File: config.mk
export PLATFORM = sky130hd
export DESIGN_NAME = irq_steer_top
export DESIGN_NICKNAME = d
export VERILOG_FILES = /design/src/rtl/irq_steer_pkg.sv /design/src/rtl/irq_steer_ctrl.sv /design/src/rtl/irq_steer_dp.sv /design/src/rtl/irq_steer_top.sv
export SDC_FILE = /design/constraint.sdc
export NUM_CORES = 1
export LEC_CHECK = 0
export BUFFER_PORTS_ARGS = -buffer_cell sky130_fd_sc_hd__buf_2
export CAP_MARGIN = 20
export CORE_ASPECT_RATIO = 1.75
export CORE_MARGIN = 3
export CORE_UTILIZATION = 30
export DETAILED_ROUTE_END_ITERATION = 8
export REMOVE_ABC_BUFFERS = 1
export SLEW_MARGIN = 20
export SYNTH_ARGS = -nofsm -noshare
export SYNTH_HDL_FRONTEND = slang
export SYNTH_SLANG_ARGS = --single-unit
File: constraint.sdc
create_clock -name clk -period 2.35 [get_ports clk]
set_input_delay 0.1175 -clock clk [delete_from_list [all_inputs] [get_ports clk]]
set_output_delay 0.1175 -clock clk [all_outputs]
set_load 0.05 [all_outputs]
File: src/rtl/irq_steer_pkg.sv
package irq_steer_pkg;
  typedef enum logic [1:0] {
    SEL_STATUS = 2'd0,
    SEL_MASK   = 2'd1,
    SEL_STEER  = 2'd2,
    SEL_SWCTL  = 2'd3
  } regSel_e;

  typedef struct packed {
    logic    maskWe;
    logic    steerWe;
    logic    swWe;
    regSel_e rdSel;
  } ctrlStrobe_t;
endpackage

File: src/rtl/irq_steer_ctrl.sv
module irq_steer_ctrl
  import irq_steer_pkg::*;
(
  input  logic        clk,
  input  logic        rstN,
  input  logic        busSel,
  input  logic        busWr,
  input  logic [1:0]  busAddr,
  output ctrlStrobe_t strobe
);
  regSel_e selAddr;
  logic    wrAccess;

  assign selAddr  = regSel_e'(busAddr);
  assign wrAccess = busSel && busWr;

  always_comb begin
    strobe.rdSel   = selAddr;
    strobe.maskWe  = wrAccess && (selAddr == SEL_MASK);
    strobe.steerWe = wrAccess && (selAddr == SEL_STEER);
    strobe.swWe    = wrAccess && (selAddr == SEL_SWCTL);
  end

  // one write target per access; status is never a write target
  p_single_target_r5: assert property (@(posedge clk) disable iff (!rstN)
    $onehot0({strobe.maskWe, strobe.steerWe, strobe.swWe}));
  p_status_ro_r5: assert property (@(posedge clk) disable iff (!rstN)
    (busSel && busWr && busAddr == 2'd0) |-> !(strobe.maskWe || strobe.steerWe || strobe.swWe));
endmodule

File: src/rtl/irq_steer_dp.sv
module irq_steer_dp
  import irq_steer_pkg::*;
#(
  parameter int NUM_SRC = 16
) (
  input  logic               clk,
  input  logic               rstN,
  input  logic [NUM_SRC-2:0] srcIn,
  input  logic [NUM_SRC-1:0] wrData,
  input  ctrlStrobe_t        strobe,
  output logic [NUM_SRC-1:0] rdData,
  output logic               irqN,
  output logic               fiqN
);
  localparam int SW_BIT  = NUM_SRC - 1;
  localparam int NUM_OUT = 2;

  logic [NUM_SRC-1:0] maskReg;
  logic [NUM_SRC-1:0] steerReg;
  logic               swReq;
  logic [NUM_SRC-1:0] rawActive;
  logic [NUM_SRC-1:0] liveReq;
  logic [NUM_OUT-1:0] outNReg;

  assign rawActive = {swReq, srcIn};
  assign liveReq   = rawActive & ~maskReg;

  always_ff @(posedge clk or negedge rstN) begin
    if (!rstN) begin
      maskReg  <= '1;
      steerReg <= '0;
      swReq    <= 1'b0;
    end else begin
      if (strobe.maskWe)  maskReg  <= wrData;
      if (strobe.steerWe) steerReg <= wrData;
      if (strobe.swWe)    swReq    <= wrData[SW_BIT];
    end
  end

  // index 0 = normal line (steer 0), index 1 = fast line (steer 1)
  for (genvar g = 0; g < NUM_OUT; g++) begin : g_line
    logic [NUM_SRC-1:0] routed;
    assign routed = (g == 1) ? (liveReq & steerReg) : (liveReq & ~steerReg);
    always_ff @(posedge clk or negedge rstN) begin
      if (!rstN) outNReg[g] <= 1'b1;
      else       outNReg[g] <= ~(|routed);
    end
  end

  assign irqN = outNReg[0];
  assign fiqN = outNReg[1];

  always_comb begin
    unique case (strobe.rdSel)
      SEL_STATUS: rdData = rawActive;
      SEL_MASK:   rdData = maskReg;
      SEL_STEER:  rdData = steerReg;
      SEL_SWCTL:  rdData = {swReq, {(NUM_SRC-1){1'b0}}};
      default:    rdData = '0;
    endcase
  end

  // with everything masked in the previous cycle, neither line is driven
  p_all_masked_quiet_r3: assert property (@(posedge clk) disable iff (!rstN)
    ($past(maskReg) == '1) |-> (irqN && fiqN));
  // no fast request unless something was steered to fast
  p_fast_needs_steer_r4: assert property (@(posedge clk) disable iff (!rstN)
    ($past(steerReg) == '0) |-> fiqN);
  // no normal request when everything was steered to fast
  p_normal_needs_steer_r2: assert property (@(posedge clk) disable iff (!rstN)
    ($past(steerReg) == '1) |-> irqN);
  // software control write
  p_sw_set_r6: assert property (@(posedge clk) disable iff (!rstN)
    (strobe.swWe && wrData[SW_BIT]) |=> swReq);
  p_sw_clr_r6: assert property (@(posedge clk) disable iff (!rstN)
    (strobe.swWe && !wrData[SW_BIT]) |=> !swReq);
  // mask holds when not written
  p_mask_hold_r5: assert property (@(posedge clk) disable iff (!rstN)
    !strobe.maskWe |=> $stable(maskReg));
endmodule

File: src/rtl/irq_steer_top.sv
module irq_steer_top
  import irq_steer_pkg::*;
(
  input  logic        clk,
  input  logic        rstN,
  input  logic [14:0] srcIn,
  input  logic        busSel,
  input  logic        busWr,
  input  logic [1:0]  busAddr,
  input  logic [15:0] busWdata,
  output logic [15:0] busRdata,
  output logic        irqN,
  output logic        fiqN
);
  ctrlStrobe_t strobe;

  irq_steer_ctrl ctrl_i (
    .clk     (clk),
    .rstN    (rstN),
    .busSel  (busSel),
    .busWr   (busWr),
    .busAddr (busAddr),
    .strobe  (strobe)
  );

  irq_steer_dp #(.NUM_SRC(16)) dp_i (
    .clk    (clk),
    .rstN   (rstN),
    .srcIn  (srcIn),
    .wrData (busWdata),
    .strobe (strobe),
    .rdData (busRdata),
    .irqN   (irqN),
    .fiqN   (fiqN)
  );
endmodule

After elaboration in Yosys (flattened, before gate mapping)
Cells that the tools add are included.
W data, S select, Z words.
- eq/ne operators: 3
- muxes and demuxes: 1
- bitwise gates (word level): 7
- reduce and logical (&&, ||, !) cells: 7
- operator list (operator ; number):
    $pmux W16 S4 ; 1
    $and A16 B16 Y16 ; 3
    $not A16 Y16 ; 2
    $reduce_or A16 Y1 ; 2
    $eq A2 B2 Y1 const B ; 2
    $logic_and A1 B1 Y1 ; 4
    $eq A2 B1 Y1 const B ; 1
    $logic_not A2 Y1 ; 1
    $not A1 Y1 ; 2
- bits in registers: 35
- bits of input ports: 37
- logic and storage cells: 23

Logic depth before layout (Yosys ltp)
Gate-level depths: netlist (run 1).
- depth after elaboration: 5
- depth in mapped cells: 5
- mapped depth without buffers: 3

Hierarchy
Synthesis (run 1) repeated with hierarchy kept, for this count alone.
- cell total of the unflattened synthesis: 173
- area total of the unflattened synthesis: 2019.4 um^2
- modules (own cells, without submodules) (module ; times used ; cells each ; area an instance (um^2) ; seq. area each (um^2)):
    irq_steer_dp ; 1 ; 168 ; 1974.4 ; 898.4
    irq_steer_ctrl ; 1 ; 5 ; 45.0 ; 0.0

Worst setup path after synthesis (run 1)
No wires, ideal clock.
- path type: input-to-output
- start: input port busAddr[0]
- end: output port busRdata[0]
- arrival: 1675 ps
- data required time: 2233 ps
- setup slack: 558 ps
- stages on the path: 4
- buffers on the path: 2
- cells stage by stage: buf_4 > buf_4 > mux2i_1 > o21ai_0
- word-level cells in the longest chain between the ends: 2
- elaborated cells on any way between the ends: 5
- classes of those cells: 3 x eq/ne; 1 x mux; 1 x reduce/logical
- ends and longest elaborated chain (item ; RTL line ; source):
    start: declaration ; irq_steer_top.sv:9 ; input logic [1:0] busAddr,
    $eq A2 B2 Y1, or another cell as far along ; irq_steer_dp.sv:54 ; unique case (strobe.rdSel)
    $pmux W16 S4 * ; irq_steer_dp.sv:54 ;
    end: declaration ; irq_steer_top.sv:11 ; output logic [15:0] busRdata,
Every way passes the cells marked *; elsewhere a longest branch is shown, timed or not.

Worst setup path in the final report (run 1)
- start: input port busAddr[1]
- end: output port busRdata[9]
The elaborated chain is that of the path after synthesis.

==> impl_metrics.py, run 1 <==
metrics = {
    "outcome": {
        "outcome": "finished clean",
    },
    "critical_path": {
        "critical_path.startpoint_type": "primary input",
        "rr_endpoint": "dp_i.irqN",
        "crit_type": "primary input to output port",
        "regToRegSetupSlack_ps": 1040,
        "cp_max_fo": 20,
        "worstSetupEndpointType": "output port",
        "arrival_ps": 1460,
        "worst_ep_required_time_ps": 2230,
        "timing.rr.start": "dp_i.maskReg[12]",
        "reg2reg_depth": 3,
    },
    "global_routing": {
        "grt_use_met1_pct": 13.88,
        "met3_usage_pct": 2.346,
        "grt.met2_usage_pct": 25.45,
        "grt_pass1_vias": 1599,
        "grt_max_degree": 36,
        "busiest_layer": "met2",
        "antenna_found_initial": 0,
        "grt_pass1_wl_mm": 7.810,
        "grtUsageTotal_pct": 13.57,
        "overflow": 0,
    },
    "layout": {
        "drive_gt1_share_pct": 50.66,
        "final_cell_area_sq_mm": 0.002520,
        "layout.nets": 265,
        "nFillCells": 681,
        "final_util_pct": 38.54,
        "area_growth_pct": 24.24,
        "num_antenna_cells": 0,
    },
    "synthesis": {
        "synth_top_cell_area_share_pct": 23.32,
        "synth_most_common_cell": "mux2_2",
        "synth-main-ff-cell": "dfstp_2",
        "yosysTopAreaCell": "dfstp_2",
        "synthTopCellsByCount": "mux2_2 (23), dfstp_2 (18), dfrtp_1 (17)",
        "ys_seq_area_share_pct": 44.29,
        "synth.avg_cell_area_sq_um": 11.86,
        "yosys_warnings": 0,
        "ys_ff_latch": 35,
        "synth_area_sq_mm": 0.002028,
        "ys_types": 21,
        "synthArstFlopShare_pct": 100.0,
        "syn_inst": 171,
        "ys_top_cells_by_area": "dfstp_2 (23%), dfrtp_1 (21%), mux2_2 (13%), mux2i_1 (7.9%), mux2_4 (7.4%)",
        "synth_edf_count": 0,
    },
    "hold_path": {
        "min_path_type": "primary input to register",
        "holdPathStages": 2,
        "hp-start": "busWdata[1]",
        "hold_end": "dp_i.steerReg[1]",
    },
    "floorplanning": {
        "rows": 39,
        "core-area_sq_mm": 0.006539,
        "die_h_um": 114.8,
        "die_area_sq_mm": 0.007822,
        "io_pins": 55,
        "die_w_um": 68.16,
        "initial_core_util_pct": 31.02,
    },
    "cts": {
        "cts.root.buffer_cell": "clkbuf_16",
        "clockBufferDepth": 2,
        "path_clk_slew_ps": 50,
        "clkLatencyLatePin_ps": 270,
        "ctsResizeCount": 0,
        "htree_levels": 2,
        "postCtsSetupBuffers": 0,
        "cts.sinks": 35,
        "numCtsBuffers": 5,
        "cts_tree": "yes",
    },
    "timing": {
        "setup_viol": 0,
        "tightest_slew_ps": 784.3,
        "fmax_mhz": 632.8,
        "drv_slew": 0,
        "min_period_ps": 1580,
        "tns_ps": 0,
        "skew_ps": 2.712,
        "rsz0062_at_grt": "no",
        "relSlewSlack_pct": 47.71,
        "hold_viol": 0,
        "period_share_pct": 67.25,
    },
    "detailed_routing": {
        "firstDrtPassIters": 5,
        "vias_per_cell": 4.949,
        "drtIter0Drc": 53,
        "drc": 0,
        "route.detailed.wl_per_inst_um": 16.14,
        "routed_wirelength_mm": 5.019,
        "ant_nets": 0,
        "vias": 1539,
    },
    "placed_design": {
        "gp_congestion": 0.8241,
        "io_buffers": 54,
        "post_dp_cell_area_sq_mm": 0.002372,
        "hpwl_mm": 3.804,
    },
    "power_and_ir_drop": {
        "leakagePower_nw": 1.131,
        "ir_drop_uv": 406.3,
        "cellPowerDensity_mw_per_mm2": 860.1,
    },
    "run": {
        "cap_viol_max_count": 0,
    },
}
power breakdown:
group | switching, mW | leakage (nW) | internal [mW]
sequential | 0.127 | 0.393 | 0.789
combinational | 0.357 | 0.670 | 0.277
clock | 0.226 | 0.0679 | 0.391
total | 0.709 | 1.13 | 1.46
critical path, stage by stage:
cell and delay (ps):
buf_2 300, nor2b_1 340, buf_4 230, nand2_1 70
o21ai_0 90, buf_2 300
cell families (layout without fill, tap and decap cells):
group | Yosys count | after routing | synth area share (%)
flops | 35 | 35 | 44.29
buf+inv | 8 | 66 | 2.529
compound gates | 17 | 17 | 4.318
simple gates | 62 | 62 | 20.79
mux | 49 | 49 | 28.07
cell usage in the layout, fill, tap and decap left out:
cell type      netlist  final
dfstp_2             18     18
clkinv_2             0      1
clkbuf_1             2      2
a211oi_1             1      1
mux2i_1             16     16
nand2_1             15     15
dlygate4sd3_1        0      1
clkbuf_16            0      5
buf_4                3      3
mux2_2              23     23
nand3_4              1      1
nor3b_1             16     16
nand3b_1            16     16
nand4b_4             1      1
mux2_4              10     10
dfrtp_1             17     17
nand4_1              5      5
a21oi_1              1      1
o21ai_0             15     15
nor2b_1              2      2
nor4_1               5      5
buf_2                2     54
and4_1               1      1
repair_timing:
item | in CTS | in global routing
endpoints found under the hold margin | 17 | 0
hold buffers | 1 | 0
setup endpoints to repair | 0 | 0
per-layer routing:
metal  up-vias  routed length (um)
met5         -                   0
met4         0                 120
met3         8                 180
met2        35                2877
met1       747                1841
li1        749                   -
stage by stage:
| step | setup WS, ps | std cells | power (mW) | hold slack (ps) |
|---|---|---|---|---|
| after floorplan | 562.4 | 163 | 1.363 | -178.1 |
| after detailed placement | 719.4 | 302 | 1.568 | 249.6 |
| after CTS | 729.6 | 311 | 2.200 | 88.24 |
| after global routing | 667.8 | 311 | 2.290 | 93.39 |
| after global placement | 773.0 | 302 | 1.551 | 240.5 |
| final | 769.7 | 311 | 2.167 | 92.43 |
state kept, by name (all words and copies together), names as in the netlist:
name / count
dp_i.maskReg: 16
dp_i.fiqN: 1
dp_i.steerReg: 16
dp_i.irqN: 1
dp_i.swReq: 1
worst max-delay path by stage:
stage | start | to | slack [ps] | depth (start not counted)
finish | busAddr[1] | busRdata[9] | 770 | 6
global route | busAddr[1] | busRdata[13] | 670 | 6
CTS | busAddr[1] | busRdata[9] | 730 | 6
detailed placement | busAddr[1] | dp_i.steerReg[11] | 720 | 4
global placement | busAddr[1] | dp_i.steerReg[7] | 770 | 4
floorplan | dp_i.maskReg[0] | busRdata[0] | 560 | 2
area by class of cell:
type,count,area [sq um],share of cell area [%]
Multi-Input combinational cell,128,1079,42.80
Sequential cell,35,898.4,35.65
Timing Repair Buffer,58,302.8,12.02
Clock buffer,7,132.6,5.263
Tap cell,82,102.6,4.071
Clock inverter,1,5.005,0.1986
Power figures use the tool's default switching activity.
==> run 2, diff against run 1 <==
Clock period 2.35 ns to 1.5 ns, I/O delays scaled along.
==> impl_metrics.py, run 2 (synthesis results as in run 1) <==
metrics = {
    "floorplanning": {
        "die_w_um": 68.16,
        "rows": 39,
        "core-area_sq_mm": 0.006539,
        "die_h_um": 114.8,
        "die_area_sq_mm": 0.007822,
        "io_pins": 55,
        "initial_core_util_pct": 31.02,
    },
    "global_routing": {
        "grt_max_degree": 36,
        "grt_pass1_vias": 1680,
        "grtUsageTotal_pct": 14.06,
        "grt_pass1_wl_mm": 8.121,
        "antenna_found_initial": 0,
        "overflow": 0,
    },
    "layout": {
        "final_cell_area_sq_mm": 0.002604,
        "final_common_cell": "buf_2",
        "nFillCells": 699,
        "drive_gt1_share_pct": 52.38,
        "final_util_pct": 39.82,
        "layout.nets": 267,
        "largest_registers": "dp_i.maskReg: 16 flops, dp_i.steerReg: 16 flops",
        "area_growth_pct": 28.38,
        "final_cell_mix": "buf_2 (43), mux2_2 (23), dfstp_2 (18), dfrtp_1 (17)",
        "num_antenna_cells": 0,
    },
    "timing": {
        "skew_ps": 2.335,
        "min_period_ps": 1448,
        "fmax_mhz": 690.8,
        "drv_slew": 0,
        "tightest_slew_ps": 448.3,
        "hold_viol": 0,
        "setup_viol": 0,
        "relSlewSlack_pct": 70.12,
        "period_share_pct": 96.50,
        "whs_ps": 47.09,
        "rsz0062_at_grt": "no",
    },
    "detailed_routing": {
        "vias": 1539,
        "route.detailed.wl_per_inst_um": 15.91,
        "firstDrtPassIters": 3,
        "drc": 0,
        "drtIter0Drc": 14,
        "vias_per_cell": 4.917,
        "routed_wirelength_mm": 4.981,
        "ant_nets": 0,
    },
    "cts": {
        "path_clk_slew_ps": 50,
        "postCtsSetupBuffers": 0,
        "cts_tree": "yes",
        "cts.root.buffer_cell": "clkbuf_16",
        "cts.sinks": 35,
        "numCtsBuffers": 5,
        "clkLatencyLatePin_ps": 270,
        "htree_levels": 2,
        "clockBufferDepth": 2,
    },
    "critical_path": {
        "critical_path.startpoint_type": "register",
        "arrival_ps": 1370,
        "crit_type": "register to output port",
        "crit_chain": "mux2i_1, o21ai_0, clkbuf_4",
        "cp_max_fo": 4,
        "slowest_stage": "dfstp_2",
        "worstSetupEndpointType": "output port",
        "slowest_delay_ps": 540,
        "worst_ep_required_time_ps": 1420,
    },
    "power_and_ir_drop": {
        "leakagePower_nw": 1.163,
        "cellPowerDensity_mw_per_mm2": 1400,
        "ir_drop_uv": 569.8,
    },
    "placed_design": {
        "io_buffers": 54,
        "gp_congestion": 0.7562,
        "post_dp_cell_area_sq_mm": 0.002387,
        "hpwl_mm": 3.750,
    },
    "hold_path": {
        "min_path_type": "primary input to register",
    },
    "outcome": {
        "outcome": "finished clean",
    },
    "run": {
        "cap_viol_max_count": 0,
    },
}
[run 2: changes by cell type in the layout (fill, tap and decap cells not counted), sizes merged]
cell    before  now
clkbuf       7   13
buf         57   52
bufinv       0    1
[run 2: path summary, 6_finish.rpt]
| kind | slack (ps) | from | to | cells after the start |
|---|---|---|---|---|
| setup / recovery | 50 | dp_i.maskReg[9] | busRdata[9] | 3 |
| hold / removal | 50 | busWdata[2] | dp_i.maskReg[2] | 2 |
| setup reg to reg | 270 | dp_i.maskReg[15] | dp_i.irqN | 3 |
| hold reg to reg | 570 | dp_i.steerReg[10] | dp_i.steerReg[10] | 1 |
| max in group asynchronous | 780 | rstN | dp_i.maskReg[2] | 3 |
| min in group asynchronous | 370 | rstN | dp_i.steerReg[3] | 3 |
[run 2: power breakdown]
part | internal [mW] | switching (mW)
combinational | 0.463 | 0.558
sequential | 1.24 | 0.198
clock | 0.825 | 0.364
[run 2: through the flow]
| stage | TNS, ps | std cells | setup WS, ps | power (mW) |
|---|---|---|---|---|
| 6_report | 0 | 313 | 52.46 | 3.645 |
| 5_1_grt | 0 | 313 | 6.196 | 3.840 |
| 4_1_cts | 0 | 313 | 12.40 | 3.663 |
| 3_5_place_dp | 0 | 304 | 196.3 | 2.452 |
| 3_3_place_gp | 0 | 304 | 218.1 | 2.430 |
| 2_1_floorplan | -4355 | 163 | -245.1 | 2.135 |
[run 2: layout make-up]
type	instances	area, sq um	share of cell area (%)
clock inverters	2	35.03	1.346
multi-input cells	128	1084	41.61
well taps	82	102.6	3.940
repair buffers	60	345.3	13.26
flip-flops and latches	35	898.4	34.50
clock buffers	6	138.9	5.334
[run 2: critical path, delay by kind of cell, from the launching register on]
family	cells	cell delay [ps]
DFF	1	540
AOI/OAI and AO/OA	1	210
muxes	1	70
buffers and inverters	1	280
[run 2: routing by layer]
metal	vias up	routed length [um]	track usage, %	part of all wire [%]
met2	31	2914	26.87	59
met5	-	0	0	0
met1	743	1779	14.06	36
met4	0	115	6.109	2.3
li1	754	-	-	-
met3	11	172	2.444	3.5
[run 2: repair_timing]
action	in CTS	in global routing
gates resized for setup	1	16
setup endpoints to repair	1	11
hold buffers	1	0
endpoints found under the hold margin	17	0
==> run 3, diff against run 2 <==
Settings changed: PLACE_DENSITY_LB_ADDON set to 0.3.
==> impl_metrics.py, run 3 (synthesis results as in run 1) <==
metrics = {
    "cts": {
        "cts_tree": "yes",
        "cts.root.buffer_cell": "clkbuf_16",
        "numCtsBuffers": 5,
        "clkLatencyLatePin_ps": 280,
        "htree_levels": 2,
        "clockBufferDepth": 2,
        "postCtsSetupBuffers": 0,
        "path_clk_slew_ps": 50,
        "cts.sinks": 35,
    },
    "detailed_routing": {
        "route.detailed.wl_per_inst_um": 15.86,
        "firstDrtPassIters": 4,
        "routed_wirelength_mm": 4.963,
        "drc": 0,
        "vias": 1538,
        "met2WireLength_mm": 2.762,
        "vias_per_cell": 4.914,
        "routed.top_layer": "met4",
        "ant_nets": 0,
        "wl_met1_mm": 1.896,
        "met3_length_um": 181,
        "drtIter0Drc": 50,
    },
    "critical_path": {
        "regToRegSetupSlack_ps": 260,
        "worstSetupEndpointType": "output port",
        "crit_type": "register to output port",
        "cp_max_fo": 4,
        "slowest_delay_ps": 550,
        "arrival_ps": 1370,
        "critical_path.startpoint_type": "register",
        "worst_ep_required_time_ps": 1420,
        "slowest_stage": "dfstp_2",
        "crit_chain": "mux2i_1, o21ai_0, buf_2",
    },
    "layout": {
        "multi_input_area_sq_mm": 0.001079,
        "num_antenna_cells": 0,
        "area_growth_pct": 27.88,
        "final_cell_area_sq_mm": 0.002594,
        "final_cell_mix": "buf_2 (50), mux2_2 (23), dfstp_2 (18), dfrtp_1 (17)",
        "final_util_pct": 39.67,
        "nFillCells": 680,
        "drive_gt1_share_pct": 51.95,
        "instances_no_fill": 313,
        "layout.nets": 267,
        "largest_registers": "dp_i.maskReg: 16 flops, dp_i.steerReg: 16 flops",
        "final_common_cell": "buf_2",
        "ff_latch_area_sq_um": 898.4,
    },
    "placed_design": {
        "dp_cells": 304,
        "post_dp_cell_area_sq_mm": 0.002400,
        "io_buffers": 54,
        "hpwl_mm": 3.681,
        "gp_congestion": 0.7606,
        "place_ws_ps": 150.0,
    },
    "global_routing": {
        "grt_pass1_vias": 1627,
        "grtUsageTotal_pct": 13.85,
        "overflow": 0,
        "grt_pass1_wl_mm": 7.914,
        "antenna_found_initial": 0,
        "grt_max_degree": 36,
    },
    "timing": {
        "hold_viol": 0,
        "fmax_mhz": 693.2,
        "skew_ps": 6.434,
        "rsz0062_at_grt": "no",
        "tns_ps": 0,
        "tightest_slew_ps": 450.4,
        "relSlewSlack_pct": 69.97,
        "drv_slew": 0,
        "setup_viol": 0,
        "min_period_ps": 1443,
        "setup_ws_ps": 57.45,
        "whs_ps": 41.33,
        "period_share_pct": 96.17,
    },
    "floorplanning": {
        "initial_core_util_pct": 31.02,
        "core-area_sq_mm": 0.006539,
        "die_area_sq_mm": 0.007822,
        "die_w_um": 68.16,
        "die_h_um": 114.8,
        "io_pins": 55,
        "rows": 39,
    },
    "hold_path": {
        "min_path_type": "primary input to register",
    },
    "power_and_ir_drop": {
        "p_total_mw": 3.643,
        "leakagePower_nw": 1.166,
        "ir_drop_uv": 556.8,
        "cellPowerDensity_mw_per_mm2": 1405,
    },
    "run": {
        "cap_viol_max_count": 0,
    },
    "outcome": {
        "outcome": "finished clean",
    },
}
run 3: cell count changes in the layout (fill, tap and decap cells not counted), sizes merged:
cell,change
buf,+7
clkbuf,-7
run 3: layout make-up:
type / instances / area share (%)
multi-input cells: 128 / 41.58
clock inverters: 2 / 1.351
flip-flops and latches: 35 / 34.64
well taps: 82 / 3.956
repair buffers: 60 / 13.12
clock buffers: 6 / 5.355
run 3: path summary, 6_finish.rpt:
path	from	endpoint	cells past startpoint
min in group asynchronous	rstN	dp_i.steerReg[11]	3
max reg2reg	dp_i.maskReg[12]	dp_i.irqN	3
max	dp_i.maskReg[9]	busRdata[9]	3
min	busWdata[9]	dp_i.steerReg[9]	2
max in group asynchronous	rstN	dp_i.maskReg[14]	3
min reg2reg	dp_i.steerReg[2]	dp_i.steerReg[2]	1
run 3: what timing repair did:
item,in CTS,in global routing
endpoints found under the hold margin,17,0
endpoints found under the setup margin,1,3
hold buffers,1,0
resized for setup,1,6
run 3: routing by layer:
metal | vias to the layer above | track usage [%]
met1 | 745 | 14.84
met4 | 0 | 6.507
met3 | 9 | 2.346
met2 | 34 | 25.26
li1 | 750 | -
met5 | - | 0
run 3: where the power goes:
group	internal, mW	total, mW	switching (mW)
clock network	0.825	1.21	0.381
logic	0.451	1.01	0.555
registers	1.24	1.43	0.194
total	2.51	3.64	1.13
run 3: worst max-delay path: cells and delay by family (launching register included):
family                 cells  cell delay (ps)
DFF                        1              550
buffers and inverters      1              300
AOI/OAI and AO/OA          1              180
muxes                      1               70
